===== src/rtl/pinsum_pkg.sv =====
package pinsum_pkg;
  typedef enum logic [1:0] {
    ADDR_STAT_LO = 2'd0,
    ADDR_STAT_HI = 2'd1,
    ADDR_CTRL    = 2'd2
  } pinsum_addr_e;

  localparam int LEN_W     = 12;
  localparam int HOLD_BIT  = 12;
  localparam int EOS_BIT   = 13;
  localparam int WORD_W    = 32;
endpackage


===== src/rtl/pinsum_group_or.sv =====
module pinsum_group_or #(
  parameter int NUM_PINS = 184,
  parameter int GRP      = 4,
  localparam int NGRP    = (NUM_PINS + GRP - 1) / GRP
) (
  input  logic [NUM_PINS-1:0] pend_i,
  output logic [NGRP-1:0]     sum_o
);
  localparam int PAD = NGRP * GRP;

  logic [PAD-1:0] padded;
  assign padded = PAD'(pend_i);

  for (genvar g = 0; g < NGRP; g++) begin : g_grp
    assign sum_o[g] = |padded[g*GRP +: GRP];
  end
endmodule


===== src/rtl/pinsum_window.sv =====
module pinsum_window #(
  parameter int LEN_W = 12
) (
  input  logic             clk,
  input  logic             rst_n,
  input  logic             arm_i,
  input  logic [LEN_W-1:0] len_i,
  input  logic             tick_i,
  output logic             active_o
);
  logic [LEN_W-1:0] cnt_q, cnt_d;
  logic             cnt_en;

  always_comb begin
    cnt_en = 1'b0;
    cnt_d  = cnt_q;
    if (arm_i) begin
      cnt_en = 1'b1;
      cnt_d  = len_i;
    end else if (tick_i && (cnt_q != '0)) begin
      cnt_en = 1'b1;
      cnt_d  = cnt_q - 1'b1;
    end
  end

  always_ff @(posedge clk or negedge rst_n) begin
    if (!rst_n)      cnt_q <= '0;
    else if (cnt_en) cnt_q <= cnt_d;
  end

  assign active_o = (cnt_q != '0);

  AST_ARM_RELOAD: assert property (@(posedge clk) disable iff (!rst_n)
    arm_i |=> (cnt_q == $past(len_i)));
  AST_COUNT_NO_GROW: assert property (@(posedge clk) disable iff (!rst_n)
    !arm_i |=> (cnt_q <= $past(cnt_q)));
endmodule


===== src/rtl/pinsum_irq_line.sv =====
module pinsum_irq_line (
  input  logic clk,
  input  logic rst_n,
  input  logic any_i,
  input  logic eos_i,
  output logic irq_o
);
  logic irq_q, irq_d;

  always_comb irq_d = any_i && !eos_i;

  always_ff @(posedge clk or negedge rst_n) begin
    if (!rst_n) irq_q <= 1'b0;
    else        irq_q <= irq_d;
  end

  assign irq_o = irq_q;

  AST_EOS_DROP: assert property (@(posedge clk) disable iff (!rst_n)
    eos_i |=> !irq_o);
  AST_IRQ_HAS_SOURCE: assert property (@(posedge clk) disable iff (!rst_n)
    irq_o |-> $past(any_i));
endmodule


===== src/rtl/pin_irq_aggregator.sv =====
module pin_irq_aggregator
  import pinsum_pkg::*;
#(
  parameter int NUM_PINS = 184,
  parameter int GRP      = 4
) (
  input  logic                clk,
  input  logic                rst_n,
  input  logic [NUM_PINS-1:0] pend_i,
  input  logic [NUM_PINS-1:0] pin_en_i,
  output logic [NUM_PINS-1:0] pin_en_o,
  input  logic                dbcfg_wr_i,
  input  logic                tick_i,
  input  logic [1:0]          reg_addr_i,
  input  logic                reg_wr_i,
  input  logic [31:0]         reg_wdata_i,
  output logic [31:0]         reg_rdata_o,
  output logic                irq_o
);
  localparam int NGRP = (NUM_PINS + GRP - 1) / GRP;
  localparam int WIDE = 2 * WORD_W;

  // reset: asynchronous assert, synchronous release
  logic [1:0] rst_pipe;
  logic       rst_int_n;
  always_ff @(posedge clk or negedge rst_n) begin
    if (!rst_n) rst_pipe <= '0;
    else        rst_pipe <= {rst_pipe[0], 1'b1};
  end
  assign rst_int_n = rst_pipe[1];

  // control register
  logic [LEN_W-1:0] len_q, len_d;
  logic             hold_q, hold_d;
  logic             wr_ctrl, eos_wr;

  always_comb begin
    wr_ctrl = reg_wr_i && (reg_addr_i == ADDR_CTRL);
    eos_wr  = wr_ctrl && reg_wdata_i[EOS_BIT];
    len_d   = reg_wdata_i[LEN_W-1:0];
    hold_d  = reg_wdata_i[HOLD_BIT];
  end

  always_ff @(posedge clk or negedge rst_int_n) begin
    if (!rst_int_n) begin
      len_q  <= '0;
      hold_q <= 1'b0;
    end else if (wr_ctrl) begin
      len_q  <= len_d;
      hold_q <= hold_d;
    end
  end

  // settle window
  logic win_active;
  pinsum_window #(.LEN_W(LEN_W)) i_window (
    .clk      (clk),
    .rst_n    (rst_int_n),
    .arm_i    (dbcfg_wr_i && hold_q),
    .len_i    (len_q),
    .tick_i   (tick_i),
    .active_o (win_active)
  );

  // summary
  logic [NUM_PINS-1:0] pend_vis;
  logic [NGRP-1:0]     sum_vec;
  logic [WIDE-1:0]     sum_wide;

  assign pend_vis = win_active ? '0 : pend_i;
  assign pin_en_o = win_active ? '0 : pin_en_i;

  pinsum_group_or #(.NUM_PINS(NUM_PINS), .GRP(GRP)) i_group (
    .pend_i (pend_vis),
    .sum_o  (sum_vec)
  );
  assign sum_wide = WIDE'(sum_vec);

  pinsum_irq_line i_irq (
    .clk   (clk),
    .rst_n (rst_int_n),
    .any_i (|sum_vec),
    .eos_i (eos_wr),
    .irq_o (irq_o)
  );

  // read mux
  always_comb begin
    reg_rdata_o = '0;
    case (reg_addr_i)
      ADDR_STAT_LO: reg_rdata_o = sum_wide[WORD_W-1:0];
      ADDR_STAT_HI: reg_rdata_o = sum_wide[WIDE-1:WORD_W];
      ADDR_CTRL: begin
        reg_rdata_o[LEN_W-1:0] = len_q;
        reg_rdata_o[HOLD_BIT]  = hold_q;
      end
      default: reg_rdata_o = '0;
    endcase
  end

  logic unused_wdata;
  assign unused_wdata = ^reg_wdata_i[31:EOS_BIT+1];

  AST_EOS_READS_ZERO: assert property (@(posedge clk) disable iff (!rst_int_n)
    (reg_addr_i == ADDR_CTRL) |-> !reg_rdata_o[EOS_BIT]);
  AST_WINDOW_HIDES_EN: assert property (@(posedge clk) disable iff (!rst_int_n)
    win_active |-> (pin_en_o == '0));
  AST_WINDOW_QUIET: assert property (@(posedge clk) disable iff (!rst_int_n)
    win_active |=> !irq_o);
endmodule


===== config.mk =====
export PLATFORM = sky130hd
export DESIGN_NAME = pin_irq_aggregator
export DESIGN_NICKNAME = d
export VERILOG_FILES = /design/src/rtl/pinsum_pkg.sv /design/src/rtl/pinsum_group_or.sv /design/src/rtl/pinsum_window.sv /design/src/rtl/pinsum_irq_line.sv /design/src/rtl/pin_irq_aggregator.sv
export SDC_FILE = /design/constraint.sdc
export NUM_CORES = 1
export LEC_CHECK = 0
export ABC_CLOCK_PERIOD_IN_PS = 2700
export BUFFER_PORTS_ARGS = -buffer_cell sky130_fd_sc_hd__buf_4
export CORE_AREA = 2 2 243 245
export CTS_CLUSTER_DIAMETER = 100
export CTS_CLUSTER_SIZE = 30
export DETAILED_ROUTE_END_ITERATION = 8
export DIE_AREA = 0 0 245 247
export PLACE_DENSITY = 0.3
export SYNTH_ARGS = -nofsm -noshare
export SYNTH_HDL_FRONTEND = slang
export SYNTH_SLANG_ARGS = --single-unit
export TNS_END_PERCENT = 30

===== constraint.sdc =====
create_clock -name clk -period 2.7 [get_ports clk]
set_input_delay 0.54 -clock clk [delete_from_list [all_inputs] [get_ports clk]]
set_output_delay 0.54 -clock clk [all_outputs]
set_load 0.05 [all_outputs]

==> results_tabular.tex <==
\begin{tabular}{lr}
\hline
Metric & Value \\
\hline
\multicolumn{2}{l}{\textbf{Route}} \\
\quad Initial drt markers & 238 \\
\quad Number of vias per cell after detailed routing & 3.20 \\
\quad Total vias in the final route & 6,175 \\
\quad Routed length per instance & 19.2 um \\
\quad Drt total wl & 37,000 um \\
\quad Remaining number of nets flagged by the antenna check after routing & 0 \\
\quad Residual DRC count & 0 \\
\quad Drt first pass iters & 4 \\
\multicolumn{2}{l}{\textbf{Clock network}} \\
\quad Worst-skew pair later-pin latency & 270 ps \\
\quad Root buffer cell & clkbuf\_16 \\
\quad Clock tree from TritonCTS & yes \\
\quad Maximum number of buffers from clock root to sink & 2 \\
\quad Inserted Clock Buffers & 3 \\
\quad \# hold bufs at CTS & 0 \\
\quad Level count of the clock H-tree & 1 \\
\quad Number of clock sinks & 28 \\
\quad Clk slew on worst S/H paths & 80 ps \\
\multicolumn{2}{l}{\textbf{Timing}} \\
\quad Actual slew at the worst max-slew pin & 660 ps \\
\quad Clock skew & 7.38 ps \\
\quad Headroom to the max-slew limit & 0.559 \\
\quad Number of slew-limit violations in the final report & 0 \\
\quad Unrepaired setup endpoints after global routing & yes \\
\quad Setup-failing EPs final & 216 \\
\quad Final setup TNS & -75,230 ps \\
\quad Share of the clock period used by the worst path after layout & 1.18 \\
\quad Max Clock Freq & 0.315 GHz \\
\quad Post-route worst setup slack & -474 ps \\
\quad Hold violation count in the final report & 0 \\
\quad Smallest hold slack & 35.5 ps \\
\quad Final critical delay including setup and external delays & 3170 ps \\
\multicolumn{2}{l}{\textbf{Floorplan}} \\
\quad Die Y-Extent & 247 um \\
\quad Starting density of the core & 0.0597 \\
\quad Horiz. Die Dim & 245 um \\
\quad IO Pins & 624 \\
\quad Floorplan row count & 89 \\
\quad Die area & 60,500 um\^{}2 \\
\quad Area of the placeable core & 58,200 um\^{}2 \\
\multicolumn{2}{l}{\textbf{Placement}} \\
\quad IO buf count & 605 \\
\quad Dpl hpwl & 30,200 um \\
\quad Worst Setup Slack post-DPL & -312 ps \\
\quad Final RePlAce weighted congestion & 0.870 \\
\quad Placed cells & 1,881 \\
\quad Post-Place Cell Area & 9510 um\^{}2 \\
\multicolumn{2}{l}{\textbf{GRT}} \\
\quad Total Routing Usage GR & 0.111 \\
\quad Number of global-route vias before repair & 6,222 \\
\quad Total congestion overflow & 0 \\
\quad Wire length of the first global-routing pass & 48,000 um \\
\quad Largest net degree at the start of global routing & 42 \\
\quad Antenna violations before repair & 1 \\
\multicolumn{2}{l}{\textbf{Critical path}} \\
\quad Data required time at the worst endpoint & 2160 ps \\
\quad Top Family by Delay on Critical Path & simple AND/OR/NAND/NOR gates \\
\quad Cell at the slowest stage of the critical path & or4b\_4 \\
\quad Crit path largest cell delay & 470 ps \\
\quad Critical path origin & i\_window.cnt\_q[1] \\
\quad Critical Path AT & 2630 ps \\
\quad Type of element launching the critical path & flop \\
\quad Critical path start-end classification & flop to output pin \\
\quad Cell-by-cell trace of the critical path & inv\_1, ha\_1, or4b\_4, or4\_4, or3\_4, buf\_12, nor2\_4, buf\_8 \\
\quad Bufs and invs on worst path & 3 \\
\quad Top fanout value on the critical path & 9 \\
\quad Category of the worst setup path capture point & output pin \\
\quad Launch point of the worst reg-to-reg path & i\_window.cnt\_q[1] \\
\multicolumn{2}{l}{\textbf{Power and ir drop}} \\
\quad Net load switching power & 741 uW \\
\quad Clk pwr share & 0.175 \\
\quad Switching part of the total & 0.334 \\
\quad Internal power component & 1.48 mW \\
\quad Sequential cell fraction of total power & 0.287 \\
\quad Areal power density over the cells & 180 nW/um\^{}2 \\
\quad Overall power & 2.22 mW \\
\quad Leakage power summed over all cells & 5.52 nW \\
\quad Largest voltage drop on the vdd net & 245 uV \\
\quad Part of the power in combinational logic & 0.538 \\
\multicolumn{2}{l}{\textbf{Logic synthesis}} \\
\quad Yosys warns & 0 \\
\quad Sequential cell area fraction in the yosys report & 0.201 \\
\quad Flip-flop and latch count after synthesis & 28 \\
\quad Post-Syn Area & 3480 um\^{}2 \\
\quad Gate Count Post-Synth & 485 \\
\quad Mapped Avg Cell Area & 7.17 um\^{}2 \\
\quad Unique cell type count in the Yosys netlist & 39 \\
\quad Synthesized netlist net count & 894 \\
\multicolumn{2}{l}{\textbf{Run status}} \\
\quad Failing checks & negative setup slack \\
\quad Outcome & finished, violations left \\
\multicolumn{2}{l}{\textbf{Cells and area}} \\
\quad Final layout net count & 1,567 \\
\quad Post-layout instance count excluding filler cells & 1,931 \\
\quad Leading cell type in the layout, fill and taps excluded & buf\_4 \\
\quad Register area & 701 um\^{}2 \\
\quad Total non-filler cell area in the finished layout & 12,300 um\^{}2 \\
\quad Share of final-layout standard cells stronger than drive strength 1 & 0.771 \\
\quad Fraction of the core area covered by cells at the end of the flow & 0.212 \\
\quad Fill cell total of the finished layout & 6,438 \\
\quad Multi-input logic area & 3250 um\^{}2 \\
\quad Area added between synthesis and finish & 254\% \\
\quad Leading cell types in the layout, fill and taps excluded & buf\_4 (438), buf\_8 (132), and2\_4 (117) \\
\multicolumn{2}{l}{\textbf{Min path}} \\
\quad Class of the tightest hold or removal check & input pin to async pin \\
\multicolumn{2}{l}{\textbf{Flow run}} \\
\quad Number of max-capacitance violations reported & 0 \\
\hline
\end{tabular}
## what timing repair did
action,CTS,global route
cloned,18,4
buffers inserted,20,7
endpoints found under the setup margin,216,216
resized for setup,275,277
pin swaps,14,39
endpoints found under the hold margin,0,0
## cell usage after synthesis
cell       count  area (um^2)
and4bb_2       1         12.5
nand2_1       40          150
nand2b_1      13         81.3
nor2b_1        2         12.5
buf_1          1         3.75
xnor2_1        1         8.76
or3_4          1         11.3
ha_1           2         25.0
clkbuf_1      26         97.6
nor3_1         1         5.00
buf_2          3         15.0
o22ai_1        1         6.26
o41ai_1        2         17.5
o311ai_0       1         8.76
o21ai_0       20          100
a31oi_1       10         62.6
o41a_1         1         11.3
or4_1          1         7.51
conb_1         1         3.75
nor4_1        52          325
and2_0         1         6.26
buf_12         1         20.0
nand3_1       16         80.1
or4_4          1         11.3
nor2_2         1         6.26
nand4_1       11         68.8
a2111oi_0      1         8.76
dfrtp_1       28          701
or4b_4         1         13.8
nand4b_1       3         26.3
or3b_2         1         8.76
and2_1       184         1150
o31ai_1        1         7.51
inv_1          3         11.3
nor2_1        19         71.3
buf_6          1         11.3
mux2_2        13          146
or3_1         10         62.6
nor2_4         9          101
## final cells by class
cell class / count / share of cell area
antenna: 1 / 0.000203
clock buffer: 4 / 0.00721
inverter: 3 / 0.000914
multi-input combinational: 422 / 0.264
sequential: 28 / 0.0569
tap: 773 / 0.0785
timing repair buffer: 700 / 0.593
## registers in the layout, summed over array words and instances (netlist names)
| signal | count |
|---|---|
| hold_q | 1 |
| i_irq.irq_o | 1 |
| i_window.cnt_q | 12 |
| rst_pipe | 2 |
| len_q | 12 |
## cell families after synthesis
group / Yosys count / synth area share
other: 1 / 0.00108
buffers and inverters: 35 / 0.0457
AOI/OAI and AO/OA: 37 / 0.0640
DFF: 28 / 0.201
adders and majority gates: 2 / 0.00719
muxes: 13 / 0.0421
and+or+nand+nor: 368 / 0.636
xor gates and xnor gates: 1 / 0.00252
## final timing paths
path	end	slack, ps	depth (start not counted)
worst max-delay path	reg_rdata_o[30]	-470	8
worst min-delay path	rst_pipe[0]	40	1
worst max register to register	i_window.cnt_q[7]	180	14
worst min register to register	len_q[2]	250	1
max in group asynchronous	i_window.cnt_q[11]	2170	1
min in group clk	rst_pipe[1]	350	0
## layer usage
metal / vias up / routed length [um] / track usage
li1: 3031 / - / -
met1: 2936 / 16800 / 0.154
met2: 198 / 18700 / 0.188
met3: 8 / 1470 / 0.0167
met4: 2 / 112 / 0.00628
met5: - / 12 / 0
## power by group through the flow
stage	combinational [mW]	clock (mW)	sequential (mW)
finish	1.19	0.389	0.637
global placement	1.12	0	0.644
global route	1.31	0.424	0.657
CTS	1.16	0.405	0.641
detailed placement	1.12	0	0.644
floorplan	0.353	0	0.639
(Power assumes the default switching activity.)
